**src/rtl/iebst_pkg.sv**
```systemverilog
package iebst_pkg;
    // Frame position of the sequencer
    typedef enum logic [2:0] {
        ST_IDLE, ST_BCAST, ST_MADDR, ST_SADDR, ST_CTRL, ST_LEN, ST_DATA
    } iebst_state_e;
endpackage

```
**src/rtl/iebst_par_acc.sv**
```systemverilog
// Running XOR of the received field bits.
// Assumes: clr and en are never high together when the result matters;
// clr wins.
module iebst_par_acc (
    input  logic clk,
    input  logic rst_n,
    input  logic clr,
    input  logic en,
    input  logic din,
    output logic odd
);
    // accumulate one received bit, or restart for the next field
    always_ff @(posedge clk) begin
        if (!rst_n)      odd <= 1'b0;
        else if (clr)    odd <= 1'b0;
        else if (en)     odd <= odd ^ din;
    end
endmodule

```
**src/rtl/iebst_tx_store.sv**
```systemverilog
// Data register, current transmit byte and remaining-byte count.
// Issues the refill request each time a non-final byte is taken.
// Assumes: advance is only raised while cnt is non-zero.
module iebst_tx_store #(
    parameter  int DATA_W = 8,
    localparam int CNT_W  = DATA_W + 1
) (
    input  logic              clk,
    input  logic              rst_n,
    input  logic              wr,
    input  logic [DATA_W-1:0] wdata,
    input  logic              load_first,
    input  logic [CNT_W-1:0]  len_val,
    input  logic              advance,
    output logic [DATA_W-1:0] cur,
    output logic              last,
    output logic              dreq
);
    logic [DATA_W-1:0] dr;
    logic [CNT_W-1:0]  cnt;
    logic [CNT_W-1:0]  cnt_dec;

    assign cnt_dec = cnt - CNT_W'(1);
    assign last    = (cnt == CNT_W'(1));

    // register writes, byte hand-over to the shifter and refill request
    always_ff @(posedge clk) begin
        if (!rst_n) begin
            dr   <= '0;
            cur  <= '0;
            cnt  <= '0;
            dreq <= 1'b0;
        end else begin
            dreq <= 1'b0;
            if (wr) dr <= wdata;
            if (load_first) begin
                cur  <= dr;
                cnt  <= len_val;
                dreq <= (len_val > CNT_W'(1));
            end else if (advance) begin
                cnt <= cnt_dec;
                if (cnt_dec != '0) begin
                    cur  <= dr;
                    dreq <= (cnt_dec > CNT_W'(1));
                end
            end
        end
    end

    // a refill is only asked for while more bytes must follow
    p_dreq_more_r7: assert property (@(posedge clk) disable iff (!rst_n)
        dreq |-> (cnt > CNT_W'(1)));
    // the count never grows except at a frame's first byte (nack keeps it)
    p_cnt_hold_r8: assert property (@(posedge clk) disable iff (!rst_n)
        !load_first |=> (cnt <= $past(cnt)));
endmodule

```
**src/rtl/iebst_top.sv**
```systemverilog
// Slave-transmit frame sequencer. It follows the frame slot by slot on
// bit_stb, checks received parity, gives the acknowledges it owes, and
// sends the length and data fields.
// Assumes: one bit_stb per slot, rx_bit is valid with it, and a frame
// never starts while busy.
module iebst_top #(
    parameter int               ADDR_W    = 12,
    parameter int               CTRL_W    = 4,
    parameter int               DATA_W    = 8,
    parameter logic [(1<<4)-1:0] IRQ_CODES = 16'h0071
) (
    input  logic              clk,
    input  logic              rst_n,
    input  logic              cfg_en,
    input  logic [ADDR_W-1:0] cfg_unit_addr,
    input  logic [DATA_W-1:0] cfg_len,
    input  logic              dr_wr,
    input  logic [DATA_W-1:0] dr_wdata,
    input  logic              start_det,
    input  logic              bit_stb,
    input  logic              rx_bit,
    output logic              tx_en,
    output logic              tx_bit,
    output logic              dreq,
    output logic              irq_ctrl,
    output logic              irq_end,
    output logic              err_par,
    output logic              busy
);
    import iebst_pkg::*;

    localparam int MAXF  = ((ADDR_W > DATA_W) ? ADDR_W : DATA_W) + 2;
    localparam int IDX_W = $clog2(MAXF + 1);
    localparam int CNT_W = DATA_W + 1;

    iebst_state_e      state;
    logic [IDX_W-1:0]  idx;
    logic [IDX_W-1:0]  field_w;
    logic              bcast;
    logic [ADDR_W-1:0] sa_sh;
    logic [CTRL_W-1:0] ctl_sh;
    logic [DATA_W-1:0] len_q;
    logic [DATA_W-1:0] cur;
    logic [DATA_W-1:0] src_sh;
    logic [CNT_W-1:0]  len_val;
    logic              is_data, is_par, is_ack;
    logic              pa_odd, par_ok, addr_hit, last;
    logic              ld_first, advance;

    // field width of the current state
    always_comb begin
        case (state)
            ST_MADDR, ST_SADDR: field_w = IDX_W'(ADDR_W);
            ST_CTRL:            field_w = IDX_W'(CTRL_W);
            default:            field_w = IDX_W'(DATA_W);
        endcase
    end

    assign is_data  = (idx < field_w);
    assign is_par   = (idx == field_w);
    assign is_ack   = (idx == field_w + IDX_W'(1));
    assign par_ok   = (pa_odd == rx_bit);
    assign addr_hit = bcast || (sa_sh == cfg_unit_addr);
    assign len_val  = (len_q == '0) ? {1'b1, {DATA_W{1'b0}}} : {1'b0, len_q};
    assign ld_first = bit_stb && (state == ST_LEN)  && is_ack && !rx_bit;
    assign advance  = bit_stb && (state == ST_DATA) && is_ack && !rx_bit;
    assign busy     = (state != ST_IDLE);

    iebst_par_acc u_par (
        .clk   (clk),
        .rst_n (rst_n),
        .clr   (bit_stb && !is_data),
        .en    (bit_stb && is_data &&
                (state == ST_MADDR || state == ST_SADDR || state == ST_CTRL)),
        .din   (rx_bit),
        .odd   (pa_odd)
    );

    iebst_tx_store #(.DATA_W(DATA_W)) u_store (
        .clk        (clk),
        .rst_n      (rst_n),
        .wr         (dr_wr),
        .wdata      (dr_wdata),
        .load_first (ld_first),
        .len_val    (len_val),
        .advance    (advance),
        .cur        (cur),
        .last       (last),
        .dreq       (dreq)
    );

    // bus drive for the current slot: owed acknowledges, then length and data
    always_comb begin
        src_sh = ((state == ST_LEN) ? len_q : cur) << idx;
        tx_en  = 1'b0;
        tx_bit = 1'b1;
        if ((state == ST_SADDR || state == ST_CTRL) && is_ack) begin
            tx_en  = 1'b1;
            tx_bit = 1'b0;
        end else if ((state == ST_LEN || state == ST_DATA) && (is_data || is_par)) begin
            tx_en  = 1'b1;
            tx_bit = is_data ? src_sh[DATA_W-1]
                             : ^((state == ST_LEN) ? len_q : cur);
        end
    end

    // frame sequencing: one step per bit strobe
    always_ff @(posedge clk) begin
        if (!rst_n) begin
            state    <= ST_IDLE;
            idx      <= '0;
            bcast    <= 1'b0;
            sa_sh    <= '0;
            ctl_sh   <= '0;
            len_q    <= '0;
            err_par  <= 1'b0;
            irq_ctrl <= 1'b0;
            irq_end  <= 1'b0;
        end else begin
            irq_ctrl <= 1'b0;
            irq_end  <= 1'b0;
            if (state == ST_IDLE) begin
                if (cfg_en && start_det) begin
                    state   <= ST_BCAST;
                    idx     <= '0;
                    err_par <= 1'b0;
                    len_q   <= cfg_len;
                end
            end else if (bit_stb) begin
                idx <= idx + IDX_W'(1);
                case (state)
                    ST_BCAST: begin
                        bcast <= !rx_bit;
                        state <= ST_MADDR;
                        idx   <= '0;
                    end
                    ST_MADDR: if (is_par) begin
                        idx <= '0;
                        if (!par_ok) begin
                            err_par <= 1'b1; irq_end <= 1'b1; state <= ST_IDLE;
                        end else state <= ST_SADDR;
                    end
                    ST_SADDR: begin
                        if (is_data) sa_sh <= {sa_sh[ADDR_W-2:0], rx_bit};
                        if (is_par && !par_ok) begin
                            err_par <= 1'b1; irq_end <= 1'b1; state <= ST_IDLE;
                        end else if (is_par && !addr_hit) begin
                            state <= ST_IDLE;
                        end else if (is_ack) begin
                            state <= ST_CTRL;
                            idx   <= '0;
                        end
                    end
                    ST_CTRL: begin
                        if (is_data) ctl_sh <= {ctl_sh[CTRL_W-2:0], rx_bit};
                        if (is_par && !par_ok) begin
                            err_par <= 1'b1; irq_end <= 1'b1; state <= ST_IDLE;
                        end else if (is_ack) begin
                            irq_ctrl <= IRQ_CODES[ctl_sh];
                            state    <= ST_LEN;
                            idx      <= '0;
                        end
                    end
                    ST_LEN: if (is_ack) begin
                        idx <= '0;
                        if (!rx_bit) state <= ST_DATA;
                    end
                    ST_DATA: if (is_ack) begin
                        idx <= '0;
                        if (!rx_bit && last) begin
                            state   <= ST_IDLE;
                            irq_end <= 1'b1;
                        end
                    end
                    default: state <= ST_IDLE;
                endcase
            end
        end
    end

    // never drive the bus outside a frame
    p_idle_silent_r1: assert property (@(posedge clk) disable iff (!rst_n)
        (state == ST_IDLE) |-> !tx_en);
    // a new parity error always comes with the end pulse and idle
    p_perr_ends_r4: assert property (@(posedge clk) disable iff (!rst_n)
        $rose(err_par) |-> (irq_end && state == ST_IDLE));
    // the control interrupt only follows the control acknowledge
    p_ctrl_irq_src_r5: assert property (@(posedge clk) disable iff (!rst_n)
        irq_ctrl |-> (state == ST_LEN && idx == '0));
    // the end pulse leaves the block idle
    p_end_idle_r10: assert property (@(posedge clk) disable iff (!rst_n)
        irq_end |-> !busy);
    // a refill request is only raised inside the data phase
    p_dreq_in_data_r7: assert property (@(posedge clk) disable iff (!rst_n)
        dreq |-> (state == ST_DATA));
endmodule

```
**config.mk**
```make
export PLATFORM = sky130hd
export DESIGN_NAME = iebst_top
export DESIGN_NICKNAME = d
export VERILOG_FILES = /design/src/rtl/iebst_pkg.sv /design/src/rtl/iebst_par_acc.sv /design/src/rtl/iebst_tx_store.sv /design/src/rtl/iebst_top.sv
export SDC_FILE = /design/constraint.sdc
export NUM_CORES = 1
export LEC_CHECK = 0
export ABC_AREA = 1
export BUFFER_PORTS_ARGS = -buffer_cell sky130_fd_sc_hd__buf_2
export CORE_AREA = 2 2 102 104
export CTS_CLUSTER_DIAMETER = 60
export DETAILED_ROUTE_END_ITERATION = 7
export DIE_AREA = 0 0 104 106
export SLEW_MARGIN = 10
export SYNTH_ARGS = -nofsm -noshare
export SYNTH_HDL_FRONTEND = slang
export SYNTH_HIERARCHICAL = 1
export SYNTH_SLANG_ARGS = --single-unit
```
**constraint.sdc**
```tcl
create_clock -name clk -period 3.6 [get_ports clk]
set_clock_uncertainty 0.05 [all_clocks]
set_input_delay 0 -clock clk [delete_from_list [all_inputs] [get_ports clk]]
set_output_delay 0 -clock clk [all_outputs]
set_load 0.01 [all_outputs]
```
Word-level counts from Yosys, hierarchy flattened
Memory sizes are Yosys's and may differ from the RTL's. A register that Yosys moved wholly into a read port is not among the register bits.
Cells that the tools add are included.

storage, ports and cells
  flip-flop bits (word level) = 61
  memory bits (read-only) = 16
  bits of input ports = 35
  output and inout port bits = 7
  word-level logic and storage cells = 149
  memories = 1

memories
  name             words  width  rd ports  clocked after memory_dff  write ports  line              text
  (no name shown)  16     1      1         1                         0            iebst_top.sv:159  irq_ctrl <= IRQ_CODES[ctl_sh];

cells by class
  $add $sub $neg = 3
  order comparisons = 3
  eq/ne operators = 21
  shifts and indexed selects = 1
  mux-type cells = 53
  bitwise operators = 6
  reduce and logical (&&, ||, !) cells = 48

operator list
  operator                                                                         number
  3-bit 2-to-1 mux                                                                 13
  4-bit 2-to-1 mux                                                                 8
  8-bit 2-to-1 mux                                                                 4
  9-bit 2-to-1 mux                                                                 3
  4-bit case mux with 5 select lines                                               1
  1-bit 2-to-1 mux                                                                 19
  9-bit by 1-bit greater-than comparator with 1-bit output, second input constant  2
  3-bit case mux with 6 select lines                                               1
  1-bit logical AND                                                                15
  3-bit by 2-bit inequality test with 1-bit output, second input constant          5
  12-bit == test                                                                   1
  3-bit == test, second input constant                                             3
  9-bit by 1-bit == test with 1-bit output, second input constant                  1
  9-bit AND reduction                                                              1
  9-bit nonzero test                                                               1
  9-bit by 1-bit subtractor with 9-bit output, second input constant               1
  4-bit by 1-bit adder with 4-bit output, second input constant                    2
  4-bit == test                                                                    2
  8-bit zero test                                                                  1
  4-bit case mux with 2 select lines                                               1
  4-bit AND reduction                                                              2
  2-bit OR reduction                                                               4
  8-bit parity                                                                     1
  8-bit by 4-bit left shift with 8-bit output                                      1
  other kinds (23)                                                                 42

Logic depth before layout (Yosys ltp)
  word-level depth = 11
  mapped depth = 17
  gate-level depth less buffers = 17

Cells and area by module
Netlist, hierarchy kept.

by module, submodules not included
  module          times used  cells an instance  area an instance (um^2)  seq. area each (um^2)
  iebst_top       1           402                2412.3                   700.7
  iebst_tx_store  1           209                1410.1                   520.5
  iebst_par_acc   1           7                  47.5                     20.0

Worst setup path before layout
OpenSTA, ideal clock, no wires.

  path type = register -> register
  start point = register state[2]
  end point = register u_store.cnt[1]
  library setup time = 0.056 ns
  arrival = 2.528 ns
  data required time = 3.494 ns
  slack = 0.965 ns
  stages on the path, launching flop included = 16
  buffers on the path = 1
  clock period less this slack = 2.635 ns
  cell sequence = dfxtp_1 > buf_2 > nand2_1 > nor2_2 > inv_1 > nand2_1 > ha_1 > nand3_1 > nor2_1 > inv_1 > nor3_1 > nor2_2 > clkinv_1 > o221ai_1 > nand2_1 > inv_1

between the ends
  word-level cells in the longest chain between the ends = 8
  elaborated cells on any way between the ends = 17
  those cells by class = add/sub (1); eq/ne (6); mux (2); reduce/logical (8)

ends and longest elaborated chain
  element                                                        line                  text
  start, declared                                                iebst_top.sv:36       iebst_state_e state;
  start signal, assigned                                         iebst_top.sv:110      state <= ST_IDLE;
  start signal, assigned                                         iebst_top.sv:124      state <= ST_BCAST;
  start signal, assigned                                         iebst_top.sv:134      state <= ST_MADDR;
  3-bit by 2-bit == test with 1-bit output                       iebst_top.sv:52       case (state)
  2-bit OR reduction                                             iebst_top.sv:52
  4-bit case mux with 2 select lines                             iebst_top.sv:52
  4-bit by 1-bit adder with 4-bit output                         iebst_top.sv:61       assign is_ack = (idx == field_w + IDX_W'(1));
  4-bit == test                                                  iebst_top.sv:61
  1-bit logical AND * (2 in a row)                               iebst_top.sv:65       assign ld_first = bit_stb && (state == ST_LEN) && is_ack && !rx_bit;
  via ld_first                                                   iebst_top.sv:48       logic ld_first, advance;
  9-bit 2-to-1 mux / 2-bit nonzero test (equally long branches)  -
  end signal, assigned                                           iebst_tx_store.sv:38  cnt <= len_val;
  end signal, assigned                                           iebst_tx_store.sv:41  cnt <= cnt_dec;
  end, declared                                                  iebst_tx_store.sv:20  logic [CNT_W-1:0] cnt;

The timed path passes the listed nets; every way through them passes the cells marked *.
A chain may end at the register's enable or synchronous reset.

Worst setup path in the final report
  start point = register state[2]
  end point = register u_store.cnt[8]

between the ends
  word-level cells in the longest chain between the ends = 8
  elaborated cells on any way between the ends = 17
  those cells by class = add/sub (1); eq/ne (6); mux (2); reduce/logical (8)

ends and longest elaborated chain
  element                                   line             text
  3-bit by 2-bit == test with 1-bit output  iebst_top.sv:52
  2-bit OR reduction                        iebst_top.sv:52
  4-bit case mux with 2 select lines        iebst_top.sv:52
  4-bit by 1-bit adder with 4-bit output    iebst_top.sv:61
  4-bit == test                             iebst_top.sv:61
  1-bit logical AND * (2 in a row)          iebst_top.sv:66  assign advance = bit_stb && (state == ST_DATA) && is_ack && !rx_bit;
  via advance                               iebst_top.sv:48
  2-bit nonzero test (no line) *            -

Marked as above.

==> qor.csv <==
metric;value;unit
status;complete, no violations;
final worst slack;525;ps
R2R setup slack;520;ps
Compound-Gate Fraction of Synth Area;0.158;
largest family of logic cells by synthesized area;simple AND/OR/NAND/NOR gates;
Reg clk slew, reported paths;70;ps
Reg area;0.00124;mm²
die area;0.0110;mm²
Setup TNS;0;ps
Slew @ Worst Pin;847;ps
I/O pin cnt;42;
Hold/Removal Path Class;in2reg;
setup violators final;0;
DRT antenna net count;0;
EDFF count, synth;0;
FMAX;325;MHz
synthesized instance count;618;
setup bufs post-CTS;0;
starting density of the core;0.387;
CP startpoint kind;flop;
antenna diode count;0;
top cells by area, synth;dfxtp_1 32%, nand2_1 17%, inv_1 8.3%, nor2_1 5.9%, a21oi_1 5.7%;
Overall Global Routing Usage;0.190;
XOR/XNOR share of the synthesized area;0.0226;
pin count of the biggest net entering global routing;53;
crit path to;u_store/cnt[8];
min cycle time layout;3080;ps
Multi-input gate area;0.00217;mm²
maximum buffer depth of the clock tree;2;
placement row count;37;
I/O Buffers;41;
worst r2r path cells;14;
dominant synthesized flop cell;dfxtp_1;
CTS Buf Count;9;
drt pass-1 iters;5;
Area Growth Syn to Fin;16.5;%
pre-CTS WS;567;ps
H-tree Lvls;3;
DR vias;3900;
DIE HEIGHT;106;µm
top-count cell post-synth;nand2_1;
CP Capture Type;flop;
Synth area leader;dfxtp_1;
DRC violations left;0;
max-slew violation count;0;
first-pass GRT wire length;16700;µm
GRT overflow;0;
routed len/inst;12.1;µm
total power;2.25;mW
initial drt markers;199;
WHS;22.4;ps
Pwr Density;498;mW/mm²
Die W;104;µm
MaxCap Viol Count;0;
Crit Path Category;reg2reg;
initial antenna violation count;0;
critical path, cell by cell;nand2_1, nor2_2, inv_1, nand2_1, ha_1, nand3_1, nor2_1, inv_1, nor3_1, inv_1, nor2_1, buf_4, nand3_1, a31oi_1;
RSZ-0062 raised after global routing;no;
multiplexer share of the synthesized area;0;
Layout fillers;1104;
fin crit share;0.854;
Root Driver;clkbuf_8;
final-stage net count;714;
synth cell count leaders;173 x nand2_1, 86 x inv_1, 62 x dfxtp_1, 61 x nor2_1, 44 x a21oi_1;
worst-skew pair later-pin latency;360;ps
Slowest Stage Delay on Critical Path;510;ps
#FFs+latches synth;62;
Worst Setup SP;state[2];
Seq/Total Area, Yosys;0.321;
Synth Area per Inst;6.26;µm²
Core ar.;0.0100;mm²
Critical Path AT;3290;ps
Syn Nets;661;
adder-cell share of the synthesized area;0.0259;
Worst VDD drop;236;µV
worst r2r src;state[2];
dpl hpwl;7360;µm
leakage power figure;2.13;nW
post-synth top area share;0.321;
reg-to-reg endpoint;u_store/cnt[8];
Final Hold Viols;0;
fraction of final layout cells sized beyond drive strength 1;0.150;
CP required;3810;ps
Async S/R FF share, synth;0;
peak fanout along the critical path;9;
clock sinks;62;
post-synthesis cell area;0.00387;mm²
slowest library cell on the worst path;dfxtp_1;
vias per cell;4.81;
Critical Path Most Common Cell;inv_1;
vias in the first global route;3736;
Yosys cell types;36;
CTS tree;built;
Final GP Congestion;0.917;
WL final;9850;µm
Yosys warnings;6;
simple-gate share of the synthesized area;0.354;
relative slew slack;0.435;
## final cells by class
cell class | count | share of cell area
Inverter | 95 | 0.0791
Tap cell | 136 | 0.0378
Sequential cell | 62 | 0.275
Timing Repair Buffer | 63 | 0.0922
Clock buffer | 10 | 0.0283
Multi-Input combinational cell | 440 | 0.481
Clock inverter | 5 | 0.00611
## per-layer routing
layer | GRT usage | up-vias | routed length, µm
li1 | - | 2048 | -
met3 | 0.0343 | 18 | 433
met2 | 0.315 | 96 | 4500
met4 | 0.0936 | 0 | 221
met5 | 0 | - | 0
met1 | 0.237 | 1738 | 4700
## sequential cells by signal, summed over array words and instances, names as in the netlist
signal        flops
bcast             1
ctl_sh            4
err_par           1
idx               4
irq_ctrl          1
irq_end           1
len_q             8
sa_sh            12
state             3
u_par/odd         1
u_store/cnt       9
u_store/cur       8
u_store/dr        8
u_store/dreq      1
## kinds of logic after synthesis
group           after synthesis
xor+xnor                     10
fa+ha+maj                     8
buf+inv                     116
compound gates              109
flops                        62
simple gates                313
## cells in the final DEF, fill, tap and decap left out, types with 5 or more instances in the layout
cell and instances:
inv_2 7, nand2_2 10, o21ai_0 42, dlygate4sd3_1 18, xnor2_1 7, inv_1 86
nand4_1 5, ha_1 8, dfxtp_1 62, nand2_1 173, a31oi_1 7, nor2_2 11
nand3_1 36, a21oi_1 44, clkbuf_8 9, nor2_1 61, buf_2 41
## power by group
group          total, mW  switching [mW]  internal, mW
combinational      0.869           0.576         0.293
sequential         0.852          0.0900         0.762
clock              0.525           0.285         0.241
total               2.25           0.951          1.30
## critical path: cells and delay by family, from the launching register on
family / cells / cell delay (ps)
fa+ha+maj: 1 / 140
buf+inv: 4 / 530
compound gates: 1 / 190
simple gates: 8 / 1560
flops: 1 / 510
## worst min-delay path by stage
stage	from	slack, ps	endpoint	cells past startpoint
after floorplan	rst_n	90	len_q[0]	2
after global placement	dr_wdata[0]	230	u_store/dr[0]	3
after detailed placement	dr_wdata[4]	240	u_store/dr[4]	3
after CTS	dr_wr	20	u_store/dr[5]	3
after global routing	dr_wr	60	u_store/dr[7]	3
final	dr_wr	20	u_store/dr[6]	3
## through the flow
step | instance area, µm² | utilization | std cells
finish | 4510 | 0.451 | 811
global route | 4510 | 0.451 | 811
CTS | 4510 | 0.451 | 811
detailed placement | 4170 | 0.417 | 778
global placement | 4170 | 0.417 | 778
floorplan | 3870 | - | 618
## timing repair
| item | 4_1_cts | 5_1_grt |
|---|---|---|
| endpoints found under the setup margin | 0 | 0 |
| hold endpoints to repair | 21 | 0 |
| hold buffers | 18 | 0 |
| resized for setup | 0 | 0 |
No activity file was read; power rests on OpenSTA's default activity.
